`config.mk`:
```
export PLATFORM = sky130hd
export DESIGN_NAME = mdrop_rx_top
export DESIGN_NICKNAME = d
export VERILOG_FILES = /design/src/rtl/mdrop_pkg.sv /design/src/rtl/mdrop_tick_gen.sv /design/src/rtl/mdrop_bit_rx.sv /design/src/rtl/mdrop_addr_filter.sv /design/src/rtl/mdrop_rx_top.sv
export SDC_FILE = /design/constraint.sdc
export NUM_CORES = 1
export LEC_CHECK = 0
export ABC_AREA = 1
export ABC_CLOCK_PERIOD_IN_PS = 2900
export BUFFER_PORTS_ARGS = -buffer_cell sky130_fd_sc_hd__buf_2
export CORE_AREA = 10 10 120 68
export CTS_BUF_LIST = sky130_fd_sc_hd__clkbuf_8
export CTS_CLUSTER_DIAMETER = 30
export DETAILED_ROUTE_END_ITERATION = 8
export DIE_AREA = 0 0 130 78
export PLACE_DENSITY = 0.59
export SLEW_MARGIN = 0
export SYNTH_ARGS = -nofsm -noshare
export SYNTH_HDL_FRONTEND = slang
export SYNTH_HIERARCHICAL = 1
export SYNTH_SLANG_ARGS = --single-unit
```
`constraint.sdc`:
```
create_clock -name clk -period 2.9 [get_ports clk]
set_input_delay 0.435 -clock clk [delete_from_list [all_inputs] [get_ports clk]]
set_output_delay 0.435 -clock clk [all_outputs]
set_load 0.01 [all_outputs]
```
`src/rtl/mdrop_pkg.sv`:
```
package mdrop_pkg;

    localparam int BYTE_W = 8;

    typedef enum logic [2:0] {
        RX_IDLE,
        RX_START,
        RX_DATA,
        RX_QUAL,
        RX_STOP,
        RX_HOLD
    } rx_state_e;

    typedef enum logic {
        FLT_IGNORE,
        FLT_ACCEPT
    } flt_state_e;

    typedef struct packed {
        logic [BYTE_W-1:0] data;
        logic              qual;
        logic              stop_ok;
    } rx_frame_t;

    function automatic logic addr_hit(input logic [BYTE_W-1:0] rx_b,
                                      input logic [BYTE_W-1:0] node,
                                      input logic [BYTE_W-1:0] msk);
        return ((rx_b ^ node) & msk) == '0;
    endfunction

endpackage

```
`src/rtl/mdrop_tick_gen.sv`:
```
module mdrop_tick_gen #(
    parameter int TICK_DIV = 4
) (
    input  logic clk,
    input  logic rst,
    output logic tick
);
    localparam int W = (TICK_DIV > 1) ? $clog2(TICK_DIV) : 1;
    localparam logic [W-1:0] LAST = W'(TICK_DIV - 1);

    logic [W-1:0] cnt_q;

    always_ff @(posedge clk) begin
        if (rst) begin
            cnt_q <= '0;
            tick  <= 1'b0;
        end else if (cnt_q == LAST) begin
            cnt_q <= '0;
            tick  <= 1'b1;
        end else begin
            cnt_q <= cnt_q + 1'b1;
            tick  <= 1'b0;
        end
    end
endmodule

```
`src/rtl/mdrop_bit_rx.sv`:
```
module mdrop_bit_rx
    import mdrop_pkg::*;
#(
    parameter int OVS = 16
) (
    input  logic      clk,
    input  logic      rst,
    input  logic      tick,
    input  logic      rxd_async,
    output rx_frame_t frm,
    output logic      frm_vld
);
    localparam int CNT_W = $clog2(OVS);
    localparam int IDX_W = $clog2(BYTE_W);
    localparam logic [CNT_W-1:0] MID  = CNT_W'(OVS / 2 - 1);
    localparam logic [CNT_W-1:0] LAST = CNT_W'(OVS - 1);
    localparam logic [IDX_W-1:0] TOP  = IDX_W'(BYTE_W - 1);

    logic [1:0]        sync_q;
    logic              rxd;
    rx_state_e         st_q;
    logic [CNT_W-1:0]  cnt_q;
    logic [IDX_W-1:0]  idx_q;
    logic [BYTE_W-1:0] sh_q;

    always_ff @(posedge clk) begin
        if (rst) sync_q <= 2'b11;
        else     sync_q <= {sync_q[0], rxd_async};
    end
    assign rxd = sync_q[1];

    always_ff @(posedge clk) begin
        if (rst) begin
            st_q    <= RX_IDLE;
            cnt_q   <= '0;
            idx_q   <= '0;
            sh_q    <= '0;
            frm     <= '0;
            frm_vld <= 1'b0;
        end else begin
            frm_vld <= 1'b0;
            if (tick) begin
                case (st_q)
                    RX_IDLE: begin
                        if (!rxd) begin
                            st_q  <= RX_START;
                            cnt_q <= '0;
                        end
                    end
                    RX_START: begin
                        if (cnt_q == MID) begin
                            cnt_q <= '0;
                            idx_q <= '0;
                            st_q  <= rxd ? RX_IDLE : RX_DATA;
                        end else cnt_q <= cnt_q + 1'b1;
                    end
                    RX_DATA: begin
                        if (cnt_q == LAST) begin
                            cnt_q <= '0;
                            sh_q  <= {rxd, sh_q[BYTE_W-1:1]};
                            if (idx_q == TOP) st_q <= RX_QUAL;
                            else              idx_q <= idx_q + 1'b1;
                        end else cnt_q <= cnt_q + 1'b1;
                    end
                    RX_QUAL: begin
                        if (cnt_q == LAST) begin
                            cnt_q    <= '0;
                            frm.qual <= rxd;
                            st_q     <= RX_STOP;
                        end else cnt_q <= cnt_q + 1'b1;
                    end
                    RX_STOP: begin
                        if (cnt_q == LAST) begin
                            cnt_q       <= '0;
                            frm.data    <= sh_q;
                            frm.stop_ok <= rxd;
                            frm_vld     <= 1'b1;
                            st_q        <= rxd ? RX_IDLE : RX_HOLD;
                        end else cnt_q <= cnt_q + 1'b1;
                    end
                    RX_HOLD: begin
                        if (rxd) st_q <= RX_IDLE;
                    end
                    default: st_q <= RX_IDLE;
                endcase
            end
        end
    end
endmodule

```
`src/rtl/mdrop_addr_filter.sv`:
```
module mdrop_addr_filter
    import mdrop_pkg::*;
(
    input  logic              clk,
    input  logic              rst,
    input  logic              cfg_addr_we,
    input  logic [BYTE_W-1:0] cfg_addr,
    input  logic              cfg_mask_we,
    input  logic [BYTE_W-1:0] cfg_mask,
    input  rx_frame_t         frm,
    input  logic              frm_vld,
    output logic              out_valid,
    output logic [BYTE_W-1:0] out_byte,
    output logic              out_is_addr,
    output logic              frame_err,
    output flt_state_e        flt_st,
    output logic [BYTE_W-1:0] node_addr_q,
    output logic [BYTE_W-1:0] node_mask_q
);
    logic hit;
    assign hit = addr_hit(frm.data, node_addr_q, node_mask_q);

    always_ff @(posedge clk) begin
        if (rst) begin
            node_addr_q <= '0;
            node_mask_q <= '1;
        end else begin
            if (cfg_addr_we) node_addr_q <= cfg_addr;
            if (cfg_mask_we) node_mask_q <= cfg_mask;
        end
    end

    always_ff @(posedge clk) begin
        if (rst) begin
            flt_st      <= FLT_IGNORE;
            out_valid   <= 1'b0;
            out_byte    <= '0;
            out_is_addr <= 1'b0;
            frame_err   <= 1'b0;
        end else begin
            out_valid <= 1'b0;
            frame_err <= 1'b0;
            if (frm_vld) begin
                if (!frm.stop_ok) begin
                    frame_err <= 1'b1;
                end else if (frm.qual) begin
                    flt_st      <= hit ? FLT_ACCEPT : FLT_IGNORE;
                    out_valid   <= hit;
                    out_byte    <= frm.data;
                    out_is_addr <= 1'b1;
                end else if (flt_st == FLT_ACCEPT) begin
                    out_valid   <= 1'b1;
                    out_byte    <= frm.data;
                    out_is_addr <= 1'b0;
                end
            end
        end
    end
endmodule

```
`src/rtl/mdrop_rx_top.sv`:
```
module mdrop_rx_top
    import mdrop_pkg::*;
#(
    parameter int OVS      = 16,
    parameter int TICK_DIV = 4
) (
    input  logic       clk,
    input  logic       rst,
    input  logic       rxd,
    input  logic       cfg_addr_we,
    input  logic [7:0] cfg_addr,
    input  logic       cfg_mask_we,
    input  logic [7:0] cfg_mask,
    output logic       out_valid,
    output logic [7:0] out_byte,
    output logic       out_is_addr,
    output logic       frame_err
);
    logic              tick;
    rx_frame_t         frm;
    logic              frm_vld;
    flt_state_e        flt_st;
    logic [BYTE_W-1:0] node_addr_q;
    logic [BYTE_W-1:0] node_mask_q;

    mdrop_tick_gen #(.TICK_DIV(TICK_DIV)) tick_i (
        .clk  (clk),
        .rst  (rst),
        .tick (tick)
    );

    mdrop_bit_rx #(.OVS(OVS)) bitrx_i (
        .clk       (clk),
        .rst       (rst),
        .tick      (tick),
        .rxd_async (rxd),
        .frm       (frm),
        .frm_vld   (frm_vld)
    );

    mdrop_addr_filter filt_i (
        .clk         (clk),
        .rst         (rst),
        .cfg_addr_we (cfg_addr_we),
        .cfg_addr    (cfg_addr),
        .cfg_mask_we (cfg_mask_we),
        .cfg_mask    (cfg_mask),
        .frm         (frm),
        .frm_vld     (frm_vld),
        .out_valid   (out_valid),
        .out_byte    (out_byte),
        .out_is_addr (out_is_addr),
        .frame_err   (frame_err),
        .flt_st      (flt_st),
        .node_addr_q (node_addr_q),
        .node_mask_q (node_mask_q)
    );
endmodule

```
==> run summary <==
### Run status
- **run status** complete, no violations

### Placed design
- **Routability Congestion** 0.794
- **placed instance count** 457
- **final HPWL from detailed placement** 4360 µm
- **post-detailed-placement cell area** 2820 µm²
- **# port buffers** 31

### Yosys
- **Synth async-reset ratio** 0%
- **Mapped Avg Cell Area** 7.42 µm²
- **post-synthesis cell count** 354
- **cell area after synthesis** 2630 µm²
- **Synth Area in XOR/XNOR** 0.333%
- **combinational family with the most area after synthesis** simple AND/OR/NAND/NOR gates
- **part of the Yosys area used for sequential elements** 47.2%
- **flip-flop and latch count after synthesis** 62
- **distinct cell type count after synthesis** 26
- **area fraction in compound gates after synthesis** 12.4%
- **share of synthesized cell area in full adder, half adder and majority cells** 1.90%
- **mux share of post-synthesis cell area** 0%
- **count of flip-flops with a built-in enable after synthesis** 0
- **dominant register cell in the synthesized netlist** sky130_fd_sc_hd__dfxtp_1
- **Yosys warning count** 6
- **simple logic cell fraction of the synthesized area** 30.7%
- **net count after synthesis** 379

### CTS
- **clock slew at reported path FFs** 60 ps
- **clock tree from TritonCTS** done
- **worst-skew pair later-pin latency** 330 ps
- **number of sinks on the clock net** 62
- **maximum level of the CTS H-tree** 3
- **postcts setup bufs** 0
- **clock root cell** sky130_fd_sc_hd__clkbuf_8
- **number of buffers inserted during clock tree synthesis** 9
- **cts repair resizes** 0
- **count of hold buffers inserted by post-cts repair** 0
- **buffers from clock root to sink, at most** 2

### Setup path
- **Worst setup EP type** flip-flop
- **Worst Path Required** 3170 ps
- **WP data arrival** 1880 ps
- **type of the worst setup path** reg -> reg
- **Setup crit start kind** flip-flop
- **largest fanout of any net on the critical path** 10

### Cells and area
- **number of antenna diodes** 0
- **number of non-filler instances in the completed layout** 471
- **post-layout instance area** 2980 µm²
- **number of nets in the finished design** 413
- **register cell area after layout** 1240 µm²
- **area of combinational cells with multiple inputs** 1190 µm²
- **fill cell count** 627
- **ratio of cells with drive above 1 in the final layout** 18.7%
- **layout overhead on the synthesized area** 13.3%

### Power
- **Leakage Power** 0.00143 µW
- **power per cell area** 532 nW/µm²
- **worst ir drop on vdd** 319 µV
- **total power consumption of the routed design** 1580 µW

### Floorplanning
- **Row Count** 21
- **core region area** 6250 µm²
- **DIE HEIGHT** 78 µm
- **Die W** 130 µm
- **die area** 10100 µm²
- **count of boundary I/O pins** 32
- **effective utilization at floorplan** 42.0%

### Global route
- **number of antenna violations at the first check in global routing** 0
- **GRT Resource Usage Total** 12.2%
- **pin count of the biggest net entering global routing** 28
- **vias in the first global route** 2052
- **global-route wire length before repair** 9960 µm
- **final global-route overflow total** 0

### Route
- **total wirelength of the detailed-routed design** 5830 µm
- **DRT iter0 DRCs** 145
- **Initial DRT Pass Iterations** 4
- **number of nets with antenna violations after routing** 0
- **Remaining DRCs** 0
- **WL per Instance** 12.4 µm
- **count of vias placed by the detailed router** 2210
- **average vias per placed instance** 4.69

### Timing
- **final setup fails** 0
- **number of hold violations in the final report** 0
- **worst hold slack after final layout** 301 ps
- **Highest Clock Rate** 624 MHz
- **setup clock skew after layout** 7.53 ps
- **slew at the pin closest to its max-slew limit** 790 ps
- **minimum clock period after layout** 1600 ps
- **final number of max-transition violations** 0
- **summed negative setup slack over all endpoints** 0 ps
- **portion of the clock cycle consumed by the worst path in the final layout** 55.3%
- **setup repair after global routing missed its margin** false
- **Worst slew margin** 47.2%

### Worst hold path
- **worst hold path class** in -> reg

### Job
- **number of max-cap violations** 0

[routing by layer]
metal / vias up / GRT usage (%) / wire (µm) / share of wire (%)
met5: - / 0 / 0 / 0
met3: 5 / 5.02 / 313 / 5.4
met4: 0 / 3.68 / 55 / 0.94
li1: 1191 / - / - / -
met1: 976 / 17.5 / 3290 / 56
met2: 38 / 16.1 / 2180 / 37
[flip-flops by register name (all words and copies together), names as in the netlist]
signal              cells
bitrx_i/st_q            3
tick_i/tick             1
filt_i/out_is_addr      1
filt_i/out_byte         8
bitrx_i/sh_q            8
tick_i/cnt_q            2
filt_i/node_addr_q      8
bitrx_i/cnt_q           4
bitrx_i/frm            10
bitrx_i/idx_q           3
bitrx_i/frm_vld         1
filt_i/frame_err        1
filt_i/flt_st           1
bitrx_i/sync_q          2
filt_i/node_mask_q      8
filt_i/out_valid        1
[worst paths after layout]
kind                     start                end  slack [ps]  depth (start not counted)
max           bitrx_i/cnt_q[0]     bitrx_i/frm[0]        1300                          9
min                        rxd  bitrx_i/sync_q[0]         300                          2
max reg2reg   bitrx_i/cnt_q[0]     bitrx_i/frm[0]        1300                          9
min reg2reg  bitrx_i/sync_q[0]  bitrx_i/sync_q[1]         420                          1
[worst max-delay path, stage by stage, from the launching register on]
cell and delay [ps]:
sky130_fd_sc_hd__dfxtp_1 380, sky130_fd_sc_hd__ha_1 190, sky130_fd_sc_hd__nand2_1 90, sky130_fd_sc_hd__inv_1 90, sky130_fd_sc_hd__nand3_2 150, sky130_fd_sc_hd__nor2_4 240
sky130_fd_sc_hd__inv_2 150, sky130_fd_sc_hd__nor2_4 130, sky130_fd_sc_hd__nand2_1 60, sky130_fd_sc_hd__nand2_1 60
[cell usage after synthesis (2+ instances only)]
| library cell | n | area share (%) |
|---|---|---|
| sky130_fd_sc_hd__nor2_1 | 61 | 8.7 |
| sky130_fd_sc_hd__nand3_2 | 3 | 1.1 |
| sky130_fd_sc_hd__nand3b_1 | 3 | 0.86 |
| sky130_fd_sc_hd__nand2_1 | 76 | 11 |
| sky130_fd_sc_hd__dfxtp_1 | 62 | 47 |
| sky130_fd_sc_hd__buf_2 | 4 | 0.76 |
| sky130_fd_sc_hd__or2_2 | 2 | 0.48 |
| sky130_fd_sc_hd__nand2_2 | 6 | 1.4 |
| sky130_fd_sc_hd__ha_1 | 4 | 1.9 |
| sky130_fd_sc_hd__inv_1 | 28 | 4.0 |
| sky130_fd_sc_hd__a21oi_2 | 3 | 1.0 |
| sky130_fd_sc_hd__o21ai_0 | 37 | 7.0 |
| sky130_fd_sc_hd__a21oi_1 | 21 | 4.0 |
| sky130_fd_sc_hd__nand3_1 | 21 | 4.0 |
| sky130_fd_sc_hd__inv_2 | 8 | 1.1 |
| sky130_fd_sc_hd__nor2_4 | 5 | 2.1 |
[where the power goes]
group / internal [µW] / total [µW] / switching, µW
clock network: 314 / 614 / 300
logic: 32.1 / 84.6 / 52.5
registers: 873 / 885 / 11.7
[cell type report]
class	instances	share of cell area, %
Clock buffer	10	4.62
Sequential cell	62	41.7
Timing Repair Buffer	31	5.21
Tap cell	80	3.36
Inverter	36	4.54
Clock inverter	4	0.588
Multi-Input combinational cell	248	40.0
[cell families (layout without fill, tap and decap cells)]
logic type	after synthesis	after routing
simple gates	181	181
compound gates	62	62
flops	62	62
buf+inv	44	81
fa+ha+maj	4	4
xor+xnor	1	1
[stage by stage]
| stage | setup WS, ps | utilization (%) |
|---|---|---|
| 5_1_grt | 1100 | 47.6 |
| 6_report | 1300 | 47.6 |
| 4_1_cts | 1270 | 47.6 |
| 2_1_floorplan | 1590 | - |
| 3_5_place_dp | 1230 | 45.1 |
| 3_3_place_gp | 1240 | 45.1 |
[layout by cell type (no fill, tap or decap)]
master,netlist,routed
sky130_fd_sc_hd__o21ai_0,37,37
sky130_fd_sc_hd__o21ai_2,1,1
sky130_fd_sc_hd__nor3_1,1,1
sky130_fd_sc_hd__nand2_2,6,6
sky130_fd_sc_hd__nor2_2,1,1
sky130_fd_sc_hd__inv_2,8,8
sky130_fd_sc_hd__a21oi_2,3,3
sky130_fd_sc_hd__nand3b_1,3,3
sky130_fd_sc_hd__clkinv_2,0,2
sky130_fd_sc_hd__nand2_1,76,76
sky130_fd_sc_hd__nor2_1,61,61
sky130_fd_sc_hd__nand2_4,1,1
sky130_fd_sc_hd__dfxtp_1,62,62
sky130_fd_sc_hd__nand3_2,3,3
sky130_fd_sc_hd__a21oi_1,21,21
sky130_fd_sc_hd__ha_1,4,4
sky130_fd_sc_hd__nor2_4,5,5
sky130_fd_sc_hd__or2_2,2,2
sky130_fd_sc_hd__xor2_1,1,1
sky130_fd_sc_hd__or2_0,1,1
sky130_fd_sc_hd__buf_2,4,31
sky130_fd_sc_hd__clkbuf_8,1,10
sky130_fd_sc_hd__inv_1,28,30
sky130_fd_sc_hd__nand3_1,21,21
(Power assumes the default switching activity.)
